## config.mk

```make
export PLATFORM = sky130hd
export DESIGN_NAME = ide_pio_timing
export DESIGN_NICKNAME = d
export VERILOG_FILES = /design/src/rtl/ide_pio_pkg.sv /design/src/rtl/ide_iordy_sync.sv /design/src/rtl/ide_tim_select.sv /design/src/rtl/ide_pio_seq.sv /design/src/rtl/ide_pio_timing.sv
export SDC_FILE = /design/constraint.sdc
export NUM_CORES = 1
export LEC_CHECK = 0
export ABC_AREA = 1
export BUFFER_PORTS_ARGS = -buffer_cell sky130_fd_sc_hd__buf_2
export CAP_MARGIN = 20
export CORE_ASPECT_RATIO = 1.75
export CORE_MARGIN = 2
export CORE_UTILIZATION = 40
export CTS_CLUSTER_DIAMETER = 200
export DETAILED_ROUTE_END_ITERATION = 10
export GPL_TIMING_DRIVEN = 0
export PLACE_DENSITY = 0.71
export SETUP_SLACK_MARGIN = 0.05
export SLEW_MARGIN = 30
export SYNTH_ARGS = -nofsm -noshare
export SYNTH_HDL_FRONTEND = slang
export SYNTH_SLANG_ARGS = --single-unit
```

## constraint.sdc

```tcl
create_clock -name clk -period 1.65 [get_ports clk]
set_input_delay 0.0825 -clock clk [delete_from_list [all_inputs] [get_ports clk]]
set_output_delay 0.0825 -clock clk [all_outputs]
set_load 0.02 [all_outputs]
```

## src/rtl/ide_pio_pkg.sv

```systemverilog
package ide_pio_pkg;
  localparam int PRE_W   = 3;
  localparam int CNT_W   = 4;
  localparam int PRE_LSB = 19;
  localparam int LOW_LSB = 12;
  localparam int HI_LSB  = 8;

  typedef enum logic [2:0] {
    PH_IDLE, PH_SETUP, PH_STROBE, PH_WAIT, PH_RECOV
  } pio_phase_t;

  typedef struct packed {
    logic [PRE_W-1:0] pre;
    logic [CNT_W-1:0] low;
    logic [CNT_W-1:0] high;
  } pio_tim_t;
endpackage

```

## src/rtl/ide_iordy_sync.sv

```systemverilog
module ide_iordy_sync #(
  parameter int STAGES = 2
) (
  input  logic clk,
  input  logic rst_n,
  input  logic async_in,
  output logic sync_out
);
  logic [STAGES-1:0] sh;

  generate
    if (STAGES == 1) begin : g_one
      always_ff @(posedge clk or negedge rst_n)
        if (!rst_n) sh <= '1;
        else        sh <= async_in;
    end else begin : g_many
      always_ff @(posedge clk or negedge rst_n)
        if (!rst_n) sh <= '1;
        else        sh <= {sh[STAGES-2:0], async_in};
    end
  endgenerate

  assign sync_out = sh[STAGES-1];
endmodule

```

## src/rtl/ide_tim_select.sv

```systemverilog
module ide_tim_select
  import ide_pio_pkg::*;
#(
  parameter int WORD_W = 32
) (
  input  logic [WORD_W-1:0] word0,
  input  logic [WORD_W-1:0] word1,
  input  logic              sel,
  output pio_tim_t          tim
);
  logic [WORD_W-1:0] w;
  logic              unused_bits;

  assign w = sel ? word1 : word0;
  assign tim.pre  = w[PRE_LSB +: PRE_W];
  assign tim.low  = w[LOW_LSB +: CNT_W];
  assign tim.high = w[HI_LSB  +: CNT_W];
  assign unused_bits = ^{w[WORD_W-1:PRE_LSB+PRE_W], w[PRE_LSB-1:LOW_LSB+CNT_W],
                         w[HI_LSB-1:0]};
endmodule

```

## src/rtl/ide_pio_seq.sv

```systemverilog
module ide_pio_seq
  import ide_pio_pkg::*;
#(
  parameter int DW         = 16,
  parameter int TMO_CYCLES = 64,
  localparam int WCW       = (TMO_CYCLES > 1) ? $clog2(TMO_CYCLES) : 1
) (
  input  logic          clk,
  input  logic          rst_n,
  input  logic          start,
  input  pio_tim_t      tim,
  input  logic          is_rd,
  input  logic          iordy_s,
  input  logic [DW-1:0] dd_in,
  output pio_phase_t    phase,
  output logic          done,
  output logic          err,
  output logic [DW-1:0] rdata
);
  pio_tim_t        tim_q;
  logic [CNT_W-1:0] cnt;
  logic [WCW-1:0]   wcnt;
  logic             err_l;
  logic             wait_over;

  assign wait_over = iordy_s || (wcnt == WCW'(TMO_CYCLES - 1));

  always_ff @(posedge clk or negedge rst_n) begin
    if (!rst_n) begin
      phase <= PH_IDLE;
      tim_q <= '0;
      cnt   <= '0;
      wcnt  <= '0;
      err_l <= 1'b0;
      done  <= 1'b0;
      err   <= 1'b0;
      rdata <= '0;
    end else begin
      done <= 1'b0;
      err  <= 1'b0;
      unique case (phase)
        PH_IDLE: if (start) begin
          tim_q <= tim;
          cnt   <= CNT_W'(tim.pre);
          err_l <= 1'b0;
          phase <= PH_SETUP;
        end
        PH_SETUP: if (cnt == '0) begin
          phase <= PH_STROBE;
          cnt   <= tim_q.low;
        end else cnt <= cnt - 1'b1;
        PH_STROBE: if (cnt == '0) begin
          if (iordy_s) begin
            phase <= PH_RECOV;
            cnt   <= tim_q.high;
            if (is_rd) rdata <= dd_in;
          end else begin
            phase <= PH_WAIT;
            wcnt  <= '0;
          end
        end else cnt <= cnt - 1'b1;
        PH_WAIT: if (wait_over) begin
          phase <= PH_RECOV;
          cnt   <= tim_q.high;
          err_l <= !iordy_s;
          if (is_rd) rdata <= dd_in;
        end else wcnt <= wcnt + 1'b1;
        PH_RECOV: if (cnt == '0) begin
          phase <= PH_IDLE;
          done  <= 1'b1;
          err   <= err_l;
        end else cnt <= cnt - 1'b1;
        default: phase <= PH_IDLE;
      endcase
    end
  end

  // timeout flag only appears with completion
  a_r8_err_with_done: assert property (@(posedge clk) disable iff (!rst_n)
    err |-> done);
  // completion is a single-cycle pulse
  a_r6_done_pulse: assert property (@(posedge clk) disable iff (!rst_n)
    done |=> !done);
  // a ready device ends the wait on the next edge
  a_r7_wait_exit: assert property (@(posedge clk) disable iff (!rst_n)
    (phase == PH_WAIT && iordy_s) |=> (phase == PH_RECOV));
endmodule

```

## src/rtl/ide_pio_timing.sv

```systemverilog
module ide_pio_timing
  import ide_pio_pkg::*;
#(
  parameter int DW          = 16,
  parameter int AW          = 3,
  parameter int WORD_W      = 32,
  parameter int TMO_CYCLES  = 64,
  parameter int SYNC_STAGES = 2
) (
  input  logic              clk,
  input  logic              rst_n,
  input  logic              req_valid,
  output logic              req_ready,
  input  logic              req_rd,
  input  logic [AW:0]       req_addr,
  input  logic              req_drive,
  input  logic [DW-1:0]     req_wdata,
  input  logic [WORD_W-1:0] tim_drv0,
  input  logic [WORD_W-1:0] tim_drv1,
  input  logic              iordy,
  output logic              dior_n,
  output logic              diow_n,
  output logic [AW-1:0]     da,
  output logic              cs0_n,
  output logic              cs1_n,
  output logic [DW-1:0]     dd_out,
  output logic              dd_oe,
  input  logic [DW-1:0]     dd_in,
  output logic [DW-1:0]     rd_data,
  output logic              done,
  output logic              tmo_err
);
  pio_tim_t   tim_sel;
  pio_phase_t phase;
  logic       iordy_s;
  logic       accept;
  logic       busy;
  logic       strobe;
  logic       rd_q;
  logic [AW:0]   addr_q;
  logic [DW-1:0] wd_q;

  assign req_ready = (phase == PH_IDLE);
  assign accept    = req_valid && req_ready;
  assign busy      = !req_ready;
  assign strobe    = (phase == PH_STROBE) || (phase == PH_WAIT);

  ide_iordy_sync #(.STAGES(SYNC_STAGES)) u_sync (
    .clk(clk), .rst_n(rst_n), .async_in(iordy), .sync_out(iordy_s));

  ide_tim_select #(.WORD_W(WORD_W)) u_tsel (
    .word0(tim_drv0), .word1(tim_drv1), .sel(req_drive), .tim(tim_sel));

  ide_pio_seq #(.DW(DW), .TMO_CYCLES(TMO_CYCLES)) u_seq (
    .clk(clk), .rst_n(rst_n), .start(accept), .tim(tim_sel), .is_rd(rd_q),
    .iordy_s(iordy_s), .dd_in(dd_in), .phase(phase), .done(done),
    .err(tmo_err), .rdata(rd_data));

  always_ff @(posedge clk or negedge rst_n) begin
    if (!rst_n) begin
      rd_q   <= 1'b0;
      addr_q <= '0;
      wd_q   <= '0;
    end else if (accept) begin
      rd_q   <= req_rd;
      addr_q <= req_addr;
      wd_q   <= req_wdata;
    end
  end

  assign dior_n = !(strobe && rd_q);
  assign diow_n = !(strobe && !rd_q);
  assign da     = addr_q[AW-1:0];
  assign cs0_n  = !(busy && !addr_q[AW]);
  assign cs1_n  = !(busy && addr_q[AW]);
  assign dd_oe  = busy && !rd_q;
  assign dd_out = wd_q;

  // never both strobes at once
  a_r5_one_strobe: assert property (@(posedge clk) disable iff (!rst_n)
    dior_n || diow_n);
  // no strobe while the request side reports idle
  a_r2_idle_quiet: assert property (@(posedge clk) disable iff (!rst_n)
    req_ready |-> (dior_n && diow_n && cs0_n && cs1_n));
  // address and selects steady for the whole cycle
  a_r11_addr_stable: assert property (@(posedge clk) disable iff (!rst_n)
    (busy && $past(busy)) |-> ($stable(da) && $stable(cs0_n) && $stable(cs1_n)));
endmodule

```

==> run_results.csv, run 1 <==
group,metric,value,unit
outcome,status,"complete, no violations",
timing,maxSlewViolCount,0,
synthesis,postSynthAreaPerCell,7.68,sq um
timing,fmax,634,MHz
critical_path,critPathKind,"reg2out",
power,p_leak,2.68,nW
min_path,hp-start,"tim_drv0[11]",
global_route,antenna_found_initial,0,
cts,clk_path_buf_depth,2,
cts,cts_buffers,9,
route,postRouteAntennaNets,0,
min_path,hold_path.class,"in2reg",
finish,fill_cells,631,
timing,clock-skew-final,0.00485,ns
floorplan,fp.coreArea,7800,sq um
min_path,hold_end,"u_seq.tim_q[3]",
min_path,holdPathStages,3,
finish,final_nets,707,
place,dp_cells,609,
place,port_buffers,106,
route,top_layer,"met4",
power,power,9.25,mW
finish,register_area,1580,sq um
timing,period_needed,1.58,ns
synthesis,syn_nets,522,
place,hpwl,5600,um
finish,finalNonFillerCells,693,
cts,clock_sinks,63,
critical_path,reg2reg_depth,9,
synthesis,syn_area,3170,sq um
timing,final.setup.tns,0,ns
timing,rsz0062_at_grt,"true",
place,preCtsSetupSlack,-0.130,ns
finish,antenna_cells,0,
power,p_per_area,1890,nW/um^2
floorplan,die_h,122,um
flow_run,maxCapViolCount,0,
synthesis,yosys_warnings,0,
place,place_congestion,0.872,
timing,setup_violations,0,
global_route,grt_pass1_wl,13700,um
timing,hold_slack,0.0651,ns
cts,cts_tree,"built",
finish,finish.instance_area,4900,sq um
route,vias,3312,
critical_path,rr_endpoint,"u_seq.rdata[13]",
global_route,grt-ovfl-total,0,
route,wl_met3,596,um
floorplan,dieArea,8690,sq um
global_route,grt_max_degree,64,
global_route,grtUsageTotal,0.201,
timing,worst_pin_slew,0.768,ns
critical_path,arrival,1.49,ns
floorplan,initial_utilization,0.407,
floorplan,fp-row-count,43,
timing,fin_ws,0.0731,ns
critical_path,crit_path_max_fanout,7,
critical_path,crit_required,1.57,ns
global_route,first_global_vias,3158,
route,drt-initial-drc-count,179,
cts,h-tree-depth,3,
route,avgRoutedWirePerCell,13.1,um
critical_path,reg2reg_slack,0.08,ns
synthesis,synth_cell_types,28,
place,placed_area,3820,sq um
timing,relSlewSlack,0.488,
critical_path,r2r_start,"u_seq.phase[2]",
floorplan,ios,149,
critical_path,end_kind,"output port",
critical_path,cp-start-kind,"register",
finish,multi_input_area,1480,sq um
finish,drive_above_1_share,0.340,
route,wl,9060,um
power,vdd_ir_drop_max,1130,uV
route,drc,0,
finish,area_delta_synth_final,54.6,%
route,drt_pass1_iterations,4,
cts,insertion_delay,0.33,ns
timing,final_hold_viol_count,0,
floorplan,die_x,71.3,um
cts,cts-root-buf,"clkbuf_16",
synthesis,synth.ff_latch_count,63,
synthesis,synthCells,413,
route,met2_wirelength,4810,um
route,wl_met1,3400,um
cts,clk_pin_slew_worst_paths,0.05,ns
finish,fin_util,0.628,
route,viasPerCell,4.78,
synthesis,synth-seq-area-share,0.498,
timing,period_share,0.956,
[logic make-up (layout without fill, tap and decap cells)]
kind of cell               Yosys count  count (layout)  share of synthesized area
and+or+nand+nor                    256             257                      0.350
xor gates and xnor gates             3               3                    0.00829
DFF                                 63              63                      0.498
buffers and inverters               53             242                     0.0722
adders and majority gates            3               3                     0.0118
AOI/OAI and AO/OA                   35              35                     0.0600
[synthesized netlist by cell type (all sizes together)]
cell    instances  share of area
dfrtp          61           0.48
xor2            3         0.0083
nand3          36          0.058
a31oi           1         0.0020
nand4           2         0.0039
nand2         188           0.23
o21ai          27          0.043
dfstp           2          0.017
buf            11          0.022
o22ai           1         0.0020
o211ai          5          0.012
nand3b          1         0.0024
inv            39          0.046
nor2           27          0.051
clkbuf          3         0.0036
ha              3          0.012
or2             2         0.0039
a21oi           1         0.0016
[what timing repair did]
| action | 4_1_cts | 5_1_grt |
|---|---|---|
| setup endpoints to repair | 51 | 54 |
| endpoints found under the hold margin | 103 | 0 |
| setup buffers | 4 | 20 |
| gates resized for setup | 13 | 26 |
| gates cloned | 0 | 1 |
| pin swaps | 1 | 10 |
| hold buffers | 43 | 0 |
[cells in the final DEF, fill, tap and decap left out, types with 2 or more instances in the layout]
cell type,instances
nor2_8,2
dfstp_2,2
clkinv_2,2
nand3_2,3
nor2_1,16
nand3_1,32
dfrtp_1,59
bufinv_16,2
o211ai_1,5
clkinvlp_4,2
inv_1,29
xor2_1,3
buf_4,28
clkbuf_4,2
inv_6,2
o21ai_1,2
buf_6,2
nand2_4,5
dlygate4sd3_1,43
nand2_2,8
clkbuf_1,2
or2_2,2
nand2_1,175
clkbuf_16,9
nand4_1,2
o21ai_0,25
dfrtp_2,2
buf_2,108
nor2_4,7
inv_2,8
nor2_2,2
[worst max-delay path by stage]
| stage | startpoint | endpoint | slack (ns) | cells past startpoint |
|---|---|---|---|---|
| floorplan | u_seq.cnt[0] | u_seq.rdata[10] | 0.09 | 10 |
| global placement | u_seq.cnt[0] | u_seq.rdata[7] | -0.10 | 10 |
| detailed placement | u_seq.cnt[0] | u_seq.rdata[9] | -0.13 | 10 |
| CTS | u_seq.phase[1] | cs0_n | 0.05 | 6 |
| global route | u_seq.cnt[1] | u_seq.rdata[6] | 0.02 | 10 |
| finish | u_seq.phase[2] | cs0_n | 0.07 | 5 |
[critical path, cell delays in order, from the launching register on]
cell and delay (ns):
dfrtp_2 0.46, inv_4 0.08, nand2_2 0.12, inv_2 0.06, or2_2 0.27, buf_2 0.17
[sequential cells by signal, summed over array words and instances (netlist names)]
| register | cells |
|---|---|
| addr_q | 4 |
| dd_out | 16 |
| rd_q | 1 |
| u_seq.cnt | 4 |
| u_seq.done | 1 |
| u_seq.err | 1 |
| u_seq.err_l | 1 |
| u_seq.phase | 3 |
| u_seq.rdata | 16 |
| u_seq.tim_q | 8 |
| u_seq.wcnt | 6 |
| u_sync.sh | 2 |
[power by group]
group          leakage [nW]  internal, mW  switching, mW
Clock                 0.156          1.32          0.702
Combinational          1.74          1.76           2.84
Sequential            0.783          2.21          0.419
Total                  2.68          5.29           3.96
[metal layers]
layer  vias up  track usage
met4         0       0.0908
met5         -            0
met3        20       0.0587
met2       130        0.367
met1      1501        0.206
li1       1661            -
[cell type report]
type                            instances  share of cell area
Buffer                                 14              0.0194
Clock buffer                            9              0.0459
Clock inverter                          7              0.0194
Inverter                               39              0.0311
Multi-Input combinational cell        298               0.303
Sequential cell                        63               0.323
Tap cell                               90              0.0230
Timing Repair Buffer                  173               0.236
Power figures use the tool's default switching activity.
==> run 2: changes to the inputs <==
--- a/config.mk
+++ b/config.mk
@@ -14,7 +14,7 @@
 export CTS_CLUSTER_DIAMETER = 200
 export DETAILED_ROUTE_END_ITERATION = 10
 export GPL_TIMING_DRIVEN = 0
-export PLACE_DENSITY = 0.71
+export PLACE_DENSITY = 0.77
 export SETUP_SLACK_MARGIN = 0.05
 export SLEW_MARGIN = 30
 export SYNTH_ARGS = -nofsm -noshare
==> run_results.csv, run 2 (synthesis gave the netlist of run 1 again) <==
group,metric,value,unit
critical_path,path_cells,"inv_4 -> nand2_1 -> nor2_1 -> o21ai_1 -> a31oi_1 -> inv_1",
route,avgRoutedWirePerCell,12.8,um
power,p_leak,2.63,nW
critical_path,crit_family,"flip-flops",
timing,fmax,641,MHz
place,hpwl,5650,um
finish,final_common_cell,"nand2_1",
timing,final_hold_viol_count,0,
place,port_buffers,106,
finish,finalNonFillerCells,679,
route,viasPerCell,4.81,
finish,multi_input_area,1490,sq um
floorplan,fp.coreArea,7800,sq um
route,drt_pass1_iterations,4,
timing,period_share,0.946,
cts,cts-root-buf,"clkbuf_16",
global_route,grtUsageMet2,0.363,
timing,worst_pin_slew,0.770,ns
power,vdd_ir_drop_max,1130,uV
finish,fill_cells,631,
min_path,hold_path.class,"in2reg",
route,drc,0,
global_route,use_met3,0.0372,
critical_path,arrival,1.77,ns
finish,final_nets,693,
critical_path,critPathKind,"reg2reg",
place,dp_cells,609,
timing,final.setup.tns,0,ns
flow_run,maxCapViolCount,0,
timing,rsz0062_at_grt,"true",
critical_path,cp-start-kind,"register",
timing,period_needed,1.56,ns
global_route,antenna_found_initial,0,
route,wl,8700,um
cts,clock_sinks,63,
timing,maxSlewViolCount,0,
finish,drive_above_1_share,0.326,
critical_path,cp_num_buf_inv,2,
power,power,9.20,mW
critical_path,critical_path.slowest_cell,"dfrtp_2",
cts,insertion_delay,0.33,ns
finish,area_delta_synth_final,51.4,%
timing,relSlewSlack,0.487,
floorplan,die_x,71.3,um
route,drt-initial-drc-count,118,
global_route,grt_pass1_wl,13800,um
route,vias,3267,
global_route,grt_most_used_layer,"met2",
global_route,grt-ovfl-total,0,
cts,clk_path_buf_depth,2,
floorplan,fp-row-count,43,
timing,setup_violations,0,
global_route,grtUsageTotal,0.203,
cts,h-tree-depth,3,
floorplan,dieArea,8690,sq um
finish,antenna_cells,0,
finish,layout_common_cells,"nand2_1, buf_2, dfrtp_1, dlygate4sd3_1, nand3_1",
floorplan,ios,149,
critical_path,crit_path_max_fanout,7,
critical_path,crit_required,1.86,ns
power,p_per_area,1910,nW/um^2
global_route,grt_max_degree,64,
timing,hold_slack,0.00203,ns
critical_path,end_kind,"register",
cts,cts_buffers,9,
place,place_congestion,0.894,
cts,clk_pin_slew_worst_paths,0.05,ns
finish,register_area,1580,sq um
floorplan,die_h,122,um
floorplan,initial_utilization,0.407,
cts,cts_tree,"built",
timing,clock-skew-final,0.00552,ns
global_route,first_global_vias,3182,
critical_path,slowest_delay,0.47,ns
global_route,use_met1,0.208,
route,postRouteAntennaNets,0,
outcome,status,"complete, no violations",
==> run 2: where the power goes <==
group          switching [mW]  internal (mW)
registers               0.428           2.21
clock network           0.633           1.56
logic                    2.76           1.60
total                    3.82           5.37
==> run 2: cell type report <==
class,instances,area share
buffer,14,0.0193
clock buffer,13,0.0542
clock inverter,3,0.0188
inverter,39,0.0310
multi-input combinational,298,0.310
sequential,63,0.329
tap,90,0.0234
timing repair buffer,159,0.214
==> run 2: tightest hold or removal path, stage by stage <==
cell and delay (ns):
buf_2 0.08, nand3_1 0.07, nand2_1 0.07
==> run 2: repair_timing <==
action / CTS / global route
pin swaps: 3 / 9
hold buffers: 36 / 1
gates cloned: 1 / 1
endpoints found under the setup margin: 51 / 51
endpoints found under the hold margin: 96 / 1
gates resized for setup: 19 / 20
setup buffers: 5 / 10
==> run 2: metrics by stage <==
step / cell area, sq um / util / setup WS [ns]
floorplan: 3170 / - / 0.0948
global placement: 3810 / 0.489 / -0.123
detailed placement: 3820 / 0.489 / -0.173
CTS: 4630 / 0.594 / 0.0481
global route: 4800 / 0.616 / -0.0395
finish: 4800 / 0.616 / 0.0892
==> run 2: layer usage <==
layer / wire, um / vias to the layer above / part of all wire
met3: 432 / 26 / 0.050
met1: 3270 / 1492 / 0.38
met5: 0 / - / 0
li1: - / 1631 / -
met2: 4680 / 118 / 0.54
met4: 316 / 0 / 0.036
==> run 2: final timing paths <==
path                                 from              end  slack [ns]  cells past startpoint
setup / recovery           u_seq.phase[2]   u_seq.phase[1]        0.09                      6
hold / removal                  dd_in[12]  u_seq.rdata[12]       0.002                      3
setup reg to reg           u_seq.phase[2]   u_seq.phase[1]        0.09                      6
hold reg to reg              u_sync.sh[0]     u_sync.sh[1]        0.36                      0
max in group asynchronous           rst_n   u_seq.phase[0]        0.72                      2
min in group asynchronous           rst_n   u_seq.rdata[5]        0.37                      2
==> run 3: changes to the inputs <==
--- a/config.mk
+++ b/config.mk
@@ -10,12 +10,13 @@
 export CAP_MARGIN = 20
 export CORE_ASPECT_RATIO = 1.75
 export CORE_MARGIN = 2
-export CORE_UTILIZATION = 40
+export CORE_UTILIZATION = 42
 export CTS_CLUSTER_DIAMETER = 200
 export DETAILED_ROUTE_END_ITERATION = 10
 export GPL_TIMING_DRIVEN = 0
-export PLACE_DENSITY = 0.77
-export SETUP_SLACK_MARGIN = 0.05
+export HOLD_SLACK_MARGIN = 0.02
+export PLACE_DENSITY = 0.8
+export SETUP_SLACK_MARGIN = 0.4
 export SLEW_MARGIN = 30
 export SYNTH_ARGS = -nofsm -noshare
 export SYNTH_HDL_FRONTEND = slang
==> run_results.csv, run 3 (synthesis gave the netlist of run 1 again) <==
group,metric,value,unit
outcome,status,"complete, no violations",
floorplan,dieArea,8290,sq um
finish,antenna_cells,0,
finish,finish.instance_area,5440,sq um
global_route,grt_max_degree,64,
min_path,hold_path.class,"in2reg",
floorplan,initial_utilization,0.425,
global_route,grt-ovfl-total,0,
critical_path,arrival,1.88,ns
finish,final_nets,736,
route,drt-initial-drc-count,153,
timing,period_share,0.972,
critical_path,path_cells,"buf_4 -> nor2_4 -> nand2_2 -> nor2_4 -> nor2_8 -> nand2_4 -> buf_6 -> nand2_2 -> nand2_1",
timing,maxSlewViolCount,0,
floorplan,die_h,119,um
power,vdd_ir_drop_max,1330,uV
cts,insertion_delay,0.34,ns
floorplan,die_x,69.7,um
cts,clock_sinks,63,
cts,cts_buffers,9,
critical_path,r2r_start,"u_seq.phase[2]",
place,preCtsSetupSlack,0.0336,ns
floorplan,ios,149,
route,postRouteAntennaNets,0,
timing,final_hold_viol_count,0,
timing,rsz0062_at_grt,"true",
power,p_leak,2.90,nW
critical_path,startpoint,"u_seq.phase[2]",
critical_path,worstSetupEndpoint,"u_seq.rdata[13]",
timing,setup_violations,0,
finish,drive_above_1_share,0.437,
flow_run,maxCapViolCount,0,
critical_path,cp-start-kind,"register",
cts,clk_pin_slew_worst_paths,0.05,ns
floorplan,fp-row-count,42,
timing,worst_pin_slew,0.764,ns
timing,clock-skew-final,0.00341,ns
place,port_buffers,106,
global_route,antenna_found_initial,0,
finish,final_common_cell,"nand2_1",
route,vias,3701,
critical_path,worst-path-stages,9,
finish,layout_common_cells,"nand2_1, buf_2, dfrtp_1, buf_4, dlygate4sd3_1",
floorplan,fp.coreArea,7460,sq um
cts,h-tree-depth,3,
timing,relSlewSlack,0.490,
finish,fin_util,0.729,
global_route,first_global_vias,3714,
timing,fin_ws,0.0467,ns
cts,cts_tree,"built",
route,drt_pass1_iterations,6,
min_path,hp-start,"tim_drv0[9]",
critical_path,crit_family,"simple AND/OR/NAND/NOR gates",
timing,period_needed,1.60,ns
route,viasPerCell,5.14,
route,wl,11000,um
power,p_per_area,1930,nW/um^2
route,avgRoutedWirePerCell,15.3,um
finish,area_delta_synth_final,71.4,%
critical_path,end_kind,"register",
place,hpwl,5750,um
critical_path,critPathKind,"reg2reg",
global_route,grt_pass1_wl,17000,um
place,dp_cells,607,
global_route,grtUsageTotal,0.264,
critical_path,reg2reg_slack,0.05,ns
route,drc,0,
critical_path,slowest_delay,0.46,ns
cts,cts-root-buf,"clkbuf_16",
critical_path,critical_path.slowest_cell,"dfrtp_2",
place,place_congestion,0.893,
critical_path,cp_num_buf_inv,2,
critical_path,rr_endpoint,"u_seq.rdata[13]",
timing,fmax,624,MHz
critical_path,crit_required,1.92,ns
place,placed_area,3900,sq um
cts,clk_path_buf_depth,2,
finish,finalNonFillerCells,720,
critical_path,reg2reg_depth,9,
critical_path,crit_path_max_fanout,7,
==> run 3: power by group <==
part	internal, mW	switching, mW
clock	1.31	0.668
combinational	2.46	3.34
sequential	2.22	0.501
total	5.99	4.51
==> run 3: cell type report <==
class	count	area [sq um]
multi-input cells	298	1680
fillers	502	2030
flip-flops and latches	63	1580
well taps	88	110
repair buffers	202	1450
plain buffers	14	128
clock buffers	10	229
clock inverters	6	85.1
inverters	39	164
==> run 3: repair_timing <==
action,4_1_cts,5_1_grt
hold buffers,42,0
cloned,5,0
hold endpoints to repair,102,0
endpoints found under the setup margin,65,65
setup buffers,41,9
gates resized for setup,89,36
pin swaps,19,15
==> run 3: how the worst min path moves through the flow <==
stage,end,slack [ns],depth (start not counted)
3_5_place_dp,u_sync.sh[0],0.19,1
3_3_place_gp,u_sync.sh[0],0.19,1
5_1_grt,u_seq.tim_q[7],0.07,3
2_1_floorplan,addr_q[0],-0.21,0
4_1_cts,u_seq.tim_q[1],0.03,3
6_report,u_seq.tim_q[1],0.04,3
==> run 3: per-stage QoR <==
| step | power (mW) | setup TNS [ns] | hold slack [ns] |
|---|---|---|---|
| after floorplan | 5.36 | 0 | -0.213 |
| final | 10.5 | 0 | 0.0372 |
| after global placement | 6.42 | 0 | 0.193 |
| after global routing | 11.1 | -0.00180 | 0.0670 |
| after CTS | 9.93 | 0 | 0.0321 |
| after detailed placement | 6.54 | 0 | 0.193 |
==> run 3: per-layer routing <==
| metal | track usage | part of all wire | up-vias | routed length, um |
|---|---|---|---|---|
| li1 | - | - | 1716 | - |
| met1 | 0.261 | 0.33 | 1744 | 3600 |
| met2 | 0.480 | 0.56 | 188 | 6160 |
| met3 | 0.0761 | 0.067 | 53 | 734 |
| met4 | 0.154 | 0.048 | 0 | 531 |
| met5 | 0 | 0 | - | 0 |
==> run 3: worst reg2reg max path, cell delays in order (launching register included) <==
cell	delay (ns)
dfrtp_2	0.46
buf_4	0.16
nor2_4	0.13
nand2_2	0.09
nor2_4	0.20
nor2_8	0.08
nand2_4	0.13
buf_6	0.15
nand2_2	0.05
nand2_1	0.07
